### src/rtl/ecc_csr_pkg.sv
package ecc_csr_pkg;
  // register offsets (channel decode depends on these)
  localparam int A_ENC_EN   = 'h000;
  localparam int A_ENC_CFG  = 'h004;
  localparam int A_ENC_IDLE = 'h00C;
  localparam int A_ENC_IE   = 'h020;
  localparam int A_ENC_STA  = 'h024;
  localparam int A_DEC_EN   = 'h100;
  localparam int A_DEC_CFG  = 'h104;
  localparam int A_DEC_IDLE = 'h10C;
  localparam int A_DEC_IE   = 'h120;
  localparam int A_DEC_STA  = 'h124;
  localparam int A_DEC_DONE = 'h128;
  localparam int A_DEC_ERR  = 'h130;

  // configuration word fields
  localparam int IDX_W     = 5;
  localparam int NSEC_LSB  = 8;
  localparam logic [31:0] ENC_CFG_MASK  = 32'h7FFF_003F;
  localparam logic [31:0] DEC_BASE_MASK = 32'hFFFF_303F;

  // error count reported by the stepping stub for one sector
  function automatic logic [7:0] stub_err(input int unsigned sec,
                                          input int unsigned idx,
                                          input int unsigned mask);
    return 8'((sec * 5 + idx) & mask);
  endfunction
endpackage

### src/rtl/ecc_step_stub.sv
module ecc_step_stub #(
  parameter int STEP_CYC = 6,
  parameter int SEC_W    = 2
) (
  input  logic             clk,
  input  logic             rst_n,
  input  logic             start,
  input  logic             stop,
  input  logic [SEC_W-1:0] last_sec,
  output logic             busy,
  output logic             done_evt,
  output logic [SEC_W-1:0] evt_sec
);
  localparam int CNT_W = (STEP_CYC > 2) ? $clog2(STEP_CYC) : 1;
  localparam logic [CNT_W-1:0] CNT_END = CNT_W'(STEP_CYC - 1);

  logic [CNT_W-1:0] cnt_q;
  logic [SEC_W-1:0] sec_q;

  assign done_evt = busy && (cnt_q == CNT_END) && !stop;
  assign evt_sec  = sec_q;

  always_ff @(posedge clk) begin
    if (!rst_n) begin
      busy  <= 1'b0;
      cnt_q <= '0;
      sec_q <= '0;
    end else if (stop) begin
      busy <= 1'b0;
    end else if (start && !busy) begin
      busy  <= 1'b1;
      cnt_q <= '0;
      sec_q <= '0;
    end else if (busy) begin
      if (cnt_q == CNT_END) begin
        cnt_q <= '0;
        if (sec_q == last_sec) busy <= 1'b0;
        else                   sec_q <= sec_q + 1'b1;
      end else begin
        cnt_q <= cnt_q + 1'b1;
      end
    end
  end
endmodule

### src/rtl/ecc_irq_stat.sv
module ecc_irq_stat (
  input  logic clk,
  input  logic rst_n,
  input  logic evt,
  input  logic evt_last,
  input  logic page_mode,
  input  logic rd_clr,
  output logic sta
);
  logic set_now;
  assign set_now = evt && (!page_mode || evt_last);

  always_ff @(posedge clk) begin
    if (!rst_n)       sta <= 1'b0;
    else if (set_now) sta <= 1'b1;
    else if (rd_clr)  sta <= 1'b0;
  end
endmodule

### src/rtl/ecc_csr_front.sv
module ecc_csr_front
  import ecc_csr_pkg::*;
#(
  parameter int ADDR_W   = 12,
  parameter int NSECT    = 4,
  parameter int STEP_CYC = 6,
  parameter int ERR_W    = 5,
  parameter int LANE_W   = 8
) (
  input  logic              clk,
  input  logic              rst_n,
  input  logic              req_valid,
  input  logic              req_write,
  input  logic [ADDR_W-1:0] req_addr,
  input  logic [31:0]       req_wdata,
  output logic [31:0]       rd_data,
  output logic              irq,
  output logic              enc_run,
  output logic              dec_run
);
  localparam int SEC_W = (NSECT > 2) ? $clog2(NSECT) : 1;
  localparam int ERRWORD_W = NSECT * LANE_W;
  localparam int unsigned ERR_MASK = (1 << ERR_W) - 1;
  localparam logic [31:0] DEC_CFG_MASK =
    DEC_BASE_MASK | (32'((1 << SEC_W) - 1) << NSEC_LSB);

  // access decode
  logic wr, rd;
  assign wr = req_valid && req_write;
  assign rd = req_valid && !req_write;

  function automatic logic hit(input logic [ADDR_W-1:0] a, input int off);
    return a == ADDR_W'(off);
  endfunction

  // named internal events
  logic              enc_busy, dec_busy;
  logic              enc_start, dec_start, enc_stop, dec_stop;
  logic              enc_done_evt, dec_done_evt;
  logic [SEC_W-1:0]  enc_evt_sec, dec_evt_sec, dec_last;
  logic              enc_evt_last, dec_evt_last;
  logic              enc_cfg_wr, dec_cfg_wr;
  logic              enc_sta_rd, dec_sta_rd;
  logic              enc_sta, dec_sta;
  logic [31:0]       enc_cfg_q, dec_cfg_q;
  logic [1:0]        enc_ie_q, dec_ie_q;
  logic [NSECT-1:0]  dec_done_q;
  logic [ERRWORD_W-1:0] err_word;

  assign enc_start  = wr && hit(req_addr, A_ENC_EN) && req_wdata[0];
  assign enc_stop   = wr && hit(req_addr, A_ENC_EN) && !req_wdata[0];
  assign dec_start  = wr && hit(req_addr, A_DEC_EN) && req_wdata[0] && !dec_busy;
  assign dec_stop   = wr && hit(req_addr, A_DEC_EN) && !req_wdata[0];
  assign enc_cfg_wr = wr && hit(req_addr, A_ENC_CFG) && !enc_busy;
  assign dec_cfg_wr = wr && hit(req_addr, A_DEC_CFG) && !dec_busy;
  assign enc_sta_rd = rd && hit(req_addr, A_ENC_STA);
  assign dec_sta_rd = rd && hit(req_addr, A_DEC_STA);
  assign dec_last   = dec_cfg_q[NSEC_LSB +: SEC_W];

  // control registers
  always_ff @(posedge clk) begin
    if (!rst_n) begin
      enc_run   <= 1'b0;
      dec_run   <= 1'b0;
      enc_cfg_q <= '0;
      dec_cfg_q <= '0;
      enc_ie_q  <= '0;
      dec_ie_q  <= '0;
    end else begin
      if (wr && hit(req_addr, A_ENC_EN)) enc_run <= req_wdata[0];
      if (wr && hit(req_addr, A_DEC_EN)) dec_run <= req_wdata[0];
      if (enc_cfg_wr) enc_cfg_q <= req_wdata & ENC_CFG_MASK;
      if (dec_cfg_wr) dec_cfg_q <= req_wdata & DEC_CFG_MASK;
      if (wr && hit(req_addr, A_ENC_IE)) enc_ie_q <= req_wdata[1:0];
      if (wr && hit(req_addr, A_DEC_IE)) dec_ie_q <= req_wdata[1:0];
    end
  end

  // core stand-ins
  ecc_step_stub #(.STEP_CYC(STEP_CYC), .SEC_W(SEC_W)) u_enc_core (
    .clk(clk), .rst_n(rst_n), .start(enc_start), .stop(enc_stop),
    .last_sec('0), .busy(enc_busy), .done_evt(enc_done_evt),
    .evt_sec(enc_evt_sec));

  ecc_step_stub #(.STEP_CYC(STEP_CYC), .SEC_W(SEC_W)) u_dec_core (
    .clk(clk), .rst_n(rst_n), .start(dec_start), .stop(dec_stop),
    .last_sec(dec_last), .busy(dec_busy), .done_evt(dec_done_evt),
    .evt_sec(dec_evt_sec));

  assign enc_evt_last = enc_done_evt && (enc_evt_sec == '0);
  assign dec_evt_last = dec_done_evt && (dec_evt_sec == dec_last);

  // interrupt status
  ecc_irq_stat u_enc_sta (
    .clk(clk), .rst_n(rst_n), .evt(enc_done_evt), .evt_last(enc_evt_last),
    .page_mode(enc_ie_q[1]), .rd_clr(enc_sta_rd), .sta(enc_sta));

  ecc_irq_stat u_dec_sta (
    .clk(clk), .rst_n(rst_n), .evt(dec_done_evt), .evt_last(dec_evt_last),
    .page_mode(dec_ie_q[1]), .rd_clr(dec_sta_rd), .sta(dec_sta));

  assign irq = (enc_sta && enc_ie_q[0]) || (dec_sta && dec_ie_q[0]);

  // per-sector done bits and error lanes
  for (genvar s = 0; s < NSECT; s++) begin : g_sect
    logic [LANE_W-1:0] lane_q;
    always_ff @(posedge clk) begin
      if (!rst_n || dec_start) begin
        dec_done_q[s] <= 1'b0;
        lane_q        <= '0;
      end else if (dec_done_evt && (dec_evt_sec == SEC_W'(s))) begin
        dec_done_q[s] <= 1'b1;
        lane_q <= LANE_W'(stub_err(s, int'(dec_cfg_q[IDX_W-1:0]), ERR_MASK));
      end
    end
    assign err_word[s*LANE_W +: LANE_W] = lane_q;
  end

  // read mux
  always_comb begin
    rd_data = '0;
    if (rd) begin
      if      (hit(req_addr, A_ENC_EN))   rd_data[0]   = enc_run;
      else if (hit(req_addr, A_ENC_CFG))  rd_data      = enc_cfg_q;
      else if (hit(req_addr, A_ENC_IDLE)) rd_data[0]   = !enc_busy;
      else if (hit(req_addr, A_ENC_IE))   rd_data[1:0] = enc_ie_q;
      else if (hit(req_addr, A_ENC_STA))  rd_data[0]   = enc_sta;
      else if (hit(req_addr, A_DEC_EN))   rd_data[0]   = dec_run;
      else if (hit(req_addr, A_DEC_CFG))  rd_data      = dec_cfg_q;
      else if (hit(req_addr, A_DEC_IDLE)) rd_data[0]   = !dec_busy;
      else if (hit(req_addr, A_DEC_IE))   rd_data[1:0] = dec_ie_q;
      else if (hit(req_addr, A_DEC_STA))  rd_data[0]   = dec_sta;
      else if (hit(req_addr, A_DEC_DONE)) rd_data      = 32'(dec_done_q);
      else if (hit(req_addr, A_DEC_ERR))  rd_data      = 32'(err_word);
    end
  end
endmodule

### config.mk
export PLATFORM = sky130hd
export DESIGN_NAME = ecc_csr_front
export DESIGN_NICKNAME = d
export VERILOG_FILES = /design/src/rtl/ecc_csr_pkg.sv /design/src/rtl/ecc_step_stub.sv /design/src/rtl/ecc_irq_stat.sv /design/src/rtl/ecc_csr_front.sv
export SDC_FILE = /design/constraint.sdc
export NUM_CORES = 1
export LEC_CHECK = 0
export BUFFER_PORTS_ARGS = -buffer_cell sky130_fd_sc_hd__buf_2
export CORE_MARGIN = 4
export CORE_UTILIZATION = 50
export CTS_CLUSTER_SIZE = 8
export DETAILED_ROUTE_END_ITERATION = 7
export MAX_ROUTING_LAYER = met4
export PLACE_DENSITY = 0.72
export SETUP_SLACK_MARGIN = 0.4
export SLEW_MARGIN = 15
export SYNTH_ARGS = -nofsm -noshare
export SYNTH_HDL_FRONTEND = slang
export SYNTH_HIERARCHICAL = 1
export SYNTH_SLANG_ARGS = --single-unit
### constraint.sdc
create_clock -name clk -period 3.7 [get_ports clk]
set_input_delay 1.11 -clock clk [delete_from_list [all_inputs] [get_ports clk]]
set_output_delay 1.11 -clock clk [all_outputs]
set_load 0.05 [all_outputs]
==> results.cfg <==
[worst_setup_path]
timing.rr.start = u_dec_core/busy
cp-endpoint = rd_data[0]
reg2reg_depth = 7
path_class = in -> out
rrSetupSlack_ps = 1680
startpoint_type = input port
required_ps = 2590
cp-startpoint = req_addr[4]
end_kind = primary output
r2r_end = g_sect[2].lane_q[4]
critPathArrivalTime_ps = 2620
path_max_fanout = 5

[layout]
fin_nets = 773
layout-drive-gt1-share_pct = 30.66
area.growth.synth_to_final_pct = 38.54
regArea_mm2 = 0.001822
multi_input_area_mm2 = 0.003241
fin_util_pct = 72.05
fin_cells = 853
antennaDiodeCount = 0
final_cell_area_mm2 = 0.006720
fillerInstances = 710

[min_path]
hp-class = reg -> reg

[sta]
final.period_utilization_pct = 100.9
max_freq_mhz = 267.8
relSlewSlack_pct = 57.05
fin_worst_skew_ps = 15.73
drv_slew = 0
worst_slew_pin_slew_ps = 644.2
setup_ws_ps = -33.67
fin_tns_setup_ps = -146.6
hold_violations = 0
setup_viol_count_final = 8
rsz0062_at_grt = yes
layout_min_cycle_time_ps = 3734

[floorplan]
die_area_mm2 = 0.01134
core_area_mm2 = 0.009328
fp-row-count = 35
die_w_um = 106.5
boundaryPins = 83
initial_utilization_pct = 52.01
fp.dieH_um = 106.5

[global_route]
grt_pass1_vias = 4780
track_usage_pct = 26.00
gr-total-overflow = 0
grt_pass1_wl_um = 23160
antenna_found_initial = 0
grt_max_degree = 41

[route]
wl_um = 14860
drtIter0Drc = 350
drtPass1Iterations = 7
wire_per_inst_um = 17.42
drc = 0
vias_per_cell = 5.792
ant_nets = 0
vias = 4941

[clock_network]
numCtsBuffers = 9
cts-root-buf = clkbuf_8
cts.path.max_buffers = 2
cts.clk_slew.worst_paths_ps = 90
cts_hold_buf = 0
clkSinkCount = 91
htreeDepth = 3
clock_latency_ps = 360
cts_tree = done

[power_and_ir_drop]
p_comb_share_pct = 8.0
internal-power_uw = 1360
p_sw_share_pct = 25.62
ir_worst_vdd_uv = 219.3
pwr-share-seq_pct = 53.5
p_per_area_mw_per_mm2 = 272.1
p_clk_share_pct = 38.5
p_leak_uw = 0.002462
p_sw_uw = 468.5

[placed_design]
globalplace.congestion = 0.9262
placed_cells = 818
port-buffer-count = 72
place_area_mm2 = 0.005889
hpwl_um = 9059

[synthesis]
ys_ff_latch = 91
syn_inst = 609
synthFlopType = dfxtp_1
ys_warn_count = 6
synthArstFlopShare_pct = 0
synth_area_mm2 = 0.004851
synth_cell_type_count = 59
synth-edff-count = 0
syn_avg_cell_area_um2 = 7.965
ys_seq_area_share_pct = 37.55

[status]
violations = setup timing
status = finished, violations left

[job]
cap_violations = 0
cells by family after synthesis:
| logic type | share of synthesized area, % |
|---|---|
| flops | 37.55 |
| simple gates | 28.76 |
| compound gates | 21.33 |
| xor+xnor | 2.528 |
| buf+inv | 5.494 |
| fa+ha+maj | 1.548 |
| mux | 2.708 |
| other cells | 0.07731 |
cell usage in the layout (no fill, tap or decap), types with 4 or more instances in the layout:
cell / instances
buf_16: 5
a22oi_1: 4
buf_8: 7
nor3_1: 9
mux2i_1: 12
o21ai_0: 5
inv_1: 10
clkbuf_8: 9
a21boi_1: 40
nand2b_1: 4
nor2_4: 12
nand4_1: 4
a21oi_1: 22
o2111ai_1: 4
o21ai_1: 4
and4b_1: 4
xor2_1: 9
buf_6: 24
nor3b_1: 4
xnor2_1: 5
buf_12: 7
a21oi_4: 10
nor2_1: 53
a22oi_2: 20
nand4b_1: 4
nand2_2: 7
buf_2: 39
nand3_1: 6
and2_1: 5
nor2b_1: 7
nand2_1: 132
a21boi_0: 10
dfxtp_1: 91
conb_1: 9
ha_1: 6
nand3b_1: 5
and3_1: 4
and3_4: 6
buf_4: 48
layer usage:
| metal | track usage [%] | vias to the layer above | wire length (µm) |
|---|---|---|---|
| li1 | - | 2326 | - |
| met1 | 31.33 | 2342 | 6103 |
| met2 | 44.07 | 225 | 7114 |
| met3 | 3.947 | 48 | 1060 |
| met4 | 9.772 | 0 | 577 |
| met5 | - | - | 0 |
synth_stat cells, types with 4 or more instances:
cell | count | area share (%)
a21boi_0 | 10 | 1.5
a21boi_1 | 40 | 6.2
a21oi_1 | 32 | 3.3
a22oi_1 | 24 | 3.7
a31oi_1 | 5 | 0.64
and2_1 | 5 | 0.64
and3_1 | 10 | 1.3
and4b_1 | 4 | 0.83
buf_2 | 9 | 0.93
buf_4 | 9 | 1.4
buf_6 | 4 | 0.93
clkbuf_1 | 18 | 1.4
dfxtp_1 | 91 | 38
ha_1 | 6 | 1.5
inv_1 | 10 | 0.77
mux2i_1 | 12 | 2.5
nand2_1 | 142 | 11
nand2b_1 | 4 | 0.52
nand3_1 | 6 | 0.62
nand3b_1 | 5 | 0.77
nand4_1 | 4 | 0.52
nand4b_1 | 4 | 0.72
nor2_1 | 65 | 5.0
nor2b_1 | 7 | 0.90
nor3_1 | 9 | 0.93
nor3b_1 | 4 | 0.62
o2111ai_1 | 4 | 0.72
o21ai_0 | 5 | 0.52
o21ai_1 | 4 | 0.41
xnor2_1 | 5 | 0.90
xor2_1 | 9 | 1.6
how the worst min path moves through the flow:
| stage | from | endpoint | slack [ps] | depth (start not counted) |
|---|---|---|---|---|
| global placement | dec_done_q[2] | dec_done_q[2] | 440 | 2 |
| floorplan | dec_done_q[2] | dec_done_q[2] | 430 | 2 |
| detailed placement | dec_done_q[2] | dec_done_q[2] | 450 | 2 |
| global route | dec_done_q[2] | dec_done_q[2] | 490 | 2 |
| CTS | dec_done_q[2] | dec_done_q[2] | 460 | 2 |
| finish | dec_done_q[2] | dec_done_q[2] | 460 | 2 |
worst max-delay path, cell delays in order:
cell	delay [ps]
buf_8	100
nor4_4	310
buf_4	190
nand2_2	60
o41a_1	400
a31oi_2	210
nand2_2	80
buf_8	160
final cells by class:
cell class | count | area share (%)
inverter | 10 | 0.5586
sequential | 91 | 27.11
timing repair buffer | 132 | 18.73
clock buffer | 10 | 1.899
clock inverter | 6 | 1.080
multi-input combinational | 475 | 48.22
tap | 129 | 2.402
power groups by stage:
stage               Clock (µW)  Combinational, µW  Sequential [µW]
floorplan                    0               64.7             1000
CTS                        705                143              979
global placement             0                125             1000
detailed placement           0                126             1000
finish                     703                147              979
global route               750                156              979
flip-flops by register name, indices dropped and copies added, names as in the netlist:
signal	cells
enc_ie_q	2
enc_cfg_q	21
u_enc_core/cnt_q	3
dec_run	1
g_sect.lane_q	20
dec_cfg_q	26
u_dec_sta/sta	1
u_enc_sta/sta	1
enc_run	1
u_dec_core/evt_sec	2
dec_ie_q	2
u_dec_core/busy	1
u_enc_core/busy	1
u_dec_core/cnt_q	3
u_enc_core/evt_sec	2
dec_done_q	4
metrics by stage:
step                hold slack [ps]  setup WS, ps  power (µW)
floorplan                     425.0         75.87        1066
global placement              438.5        -76.85        1126
detailed placement            445.9        -94.10        1128
CTS                           461.4        -54.04        1826
global route                  492.0        -121.8        1885
finish                        457.2        -33.67        1829
repair_timing:
item,4_1_cts,5_1_grt
pin swaps,15,9
endpoints found under the setup margin,28,28
resized for setup,84,16
setup buffers,9,2
hold endpoints to repair,0,0
cloned,5,3
Note: power is estimated with default switching activity, not from simulation.
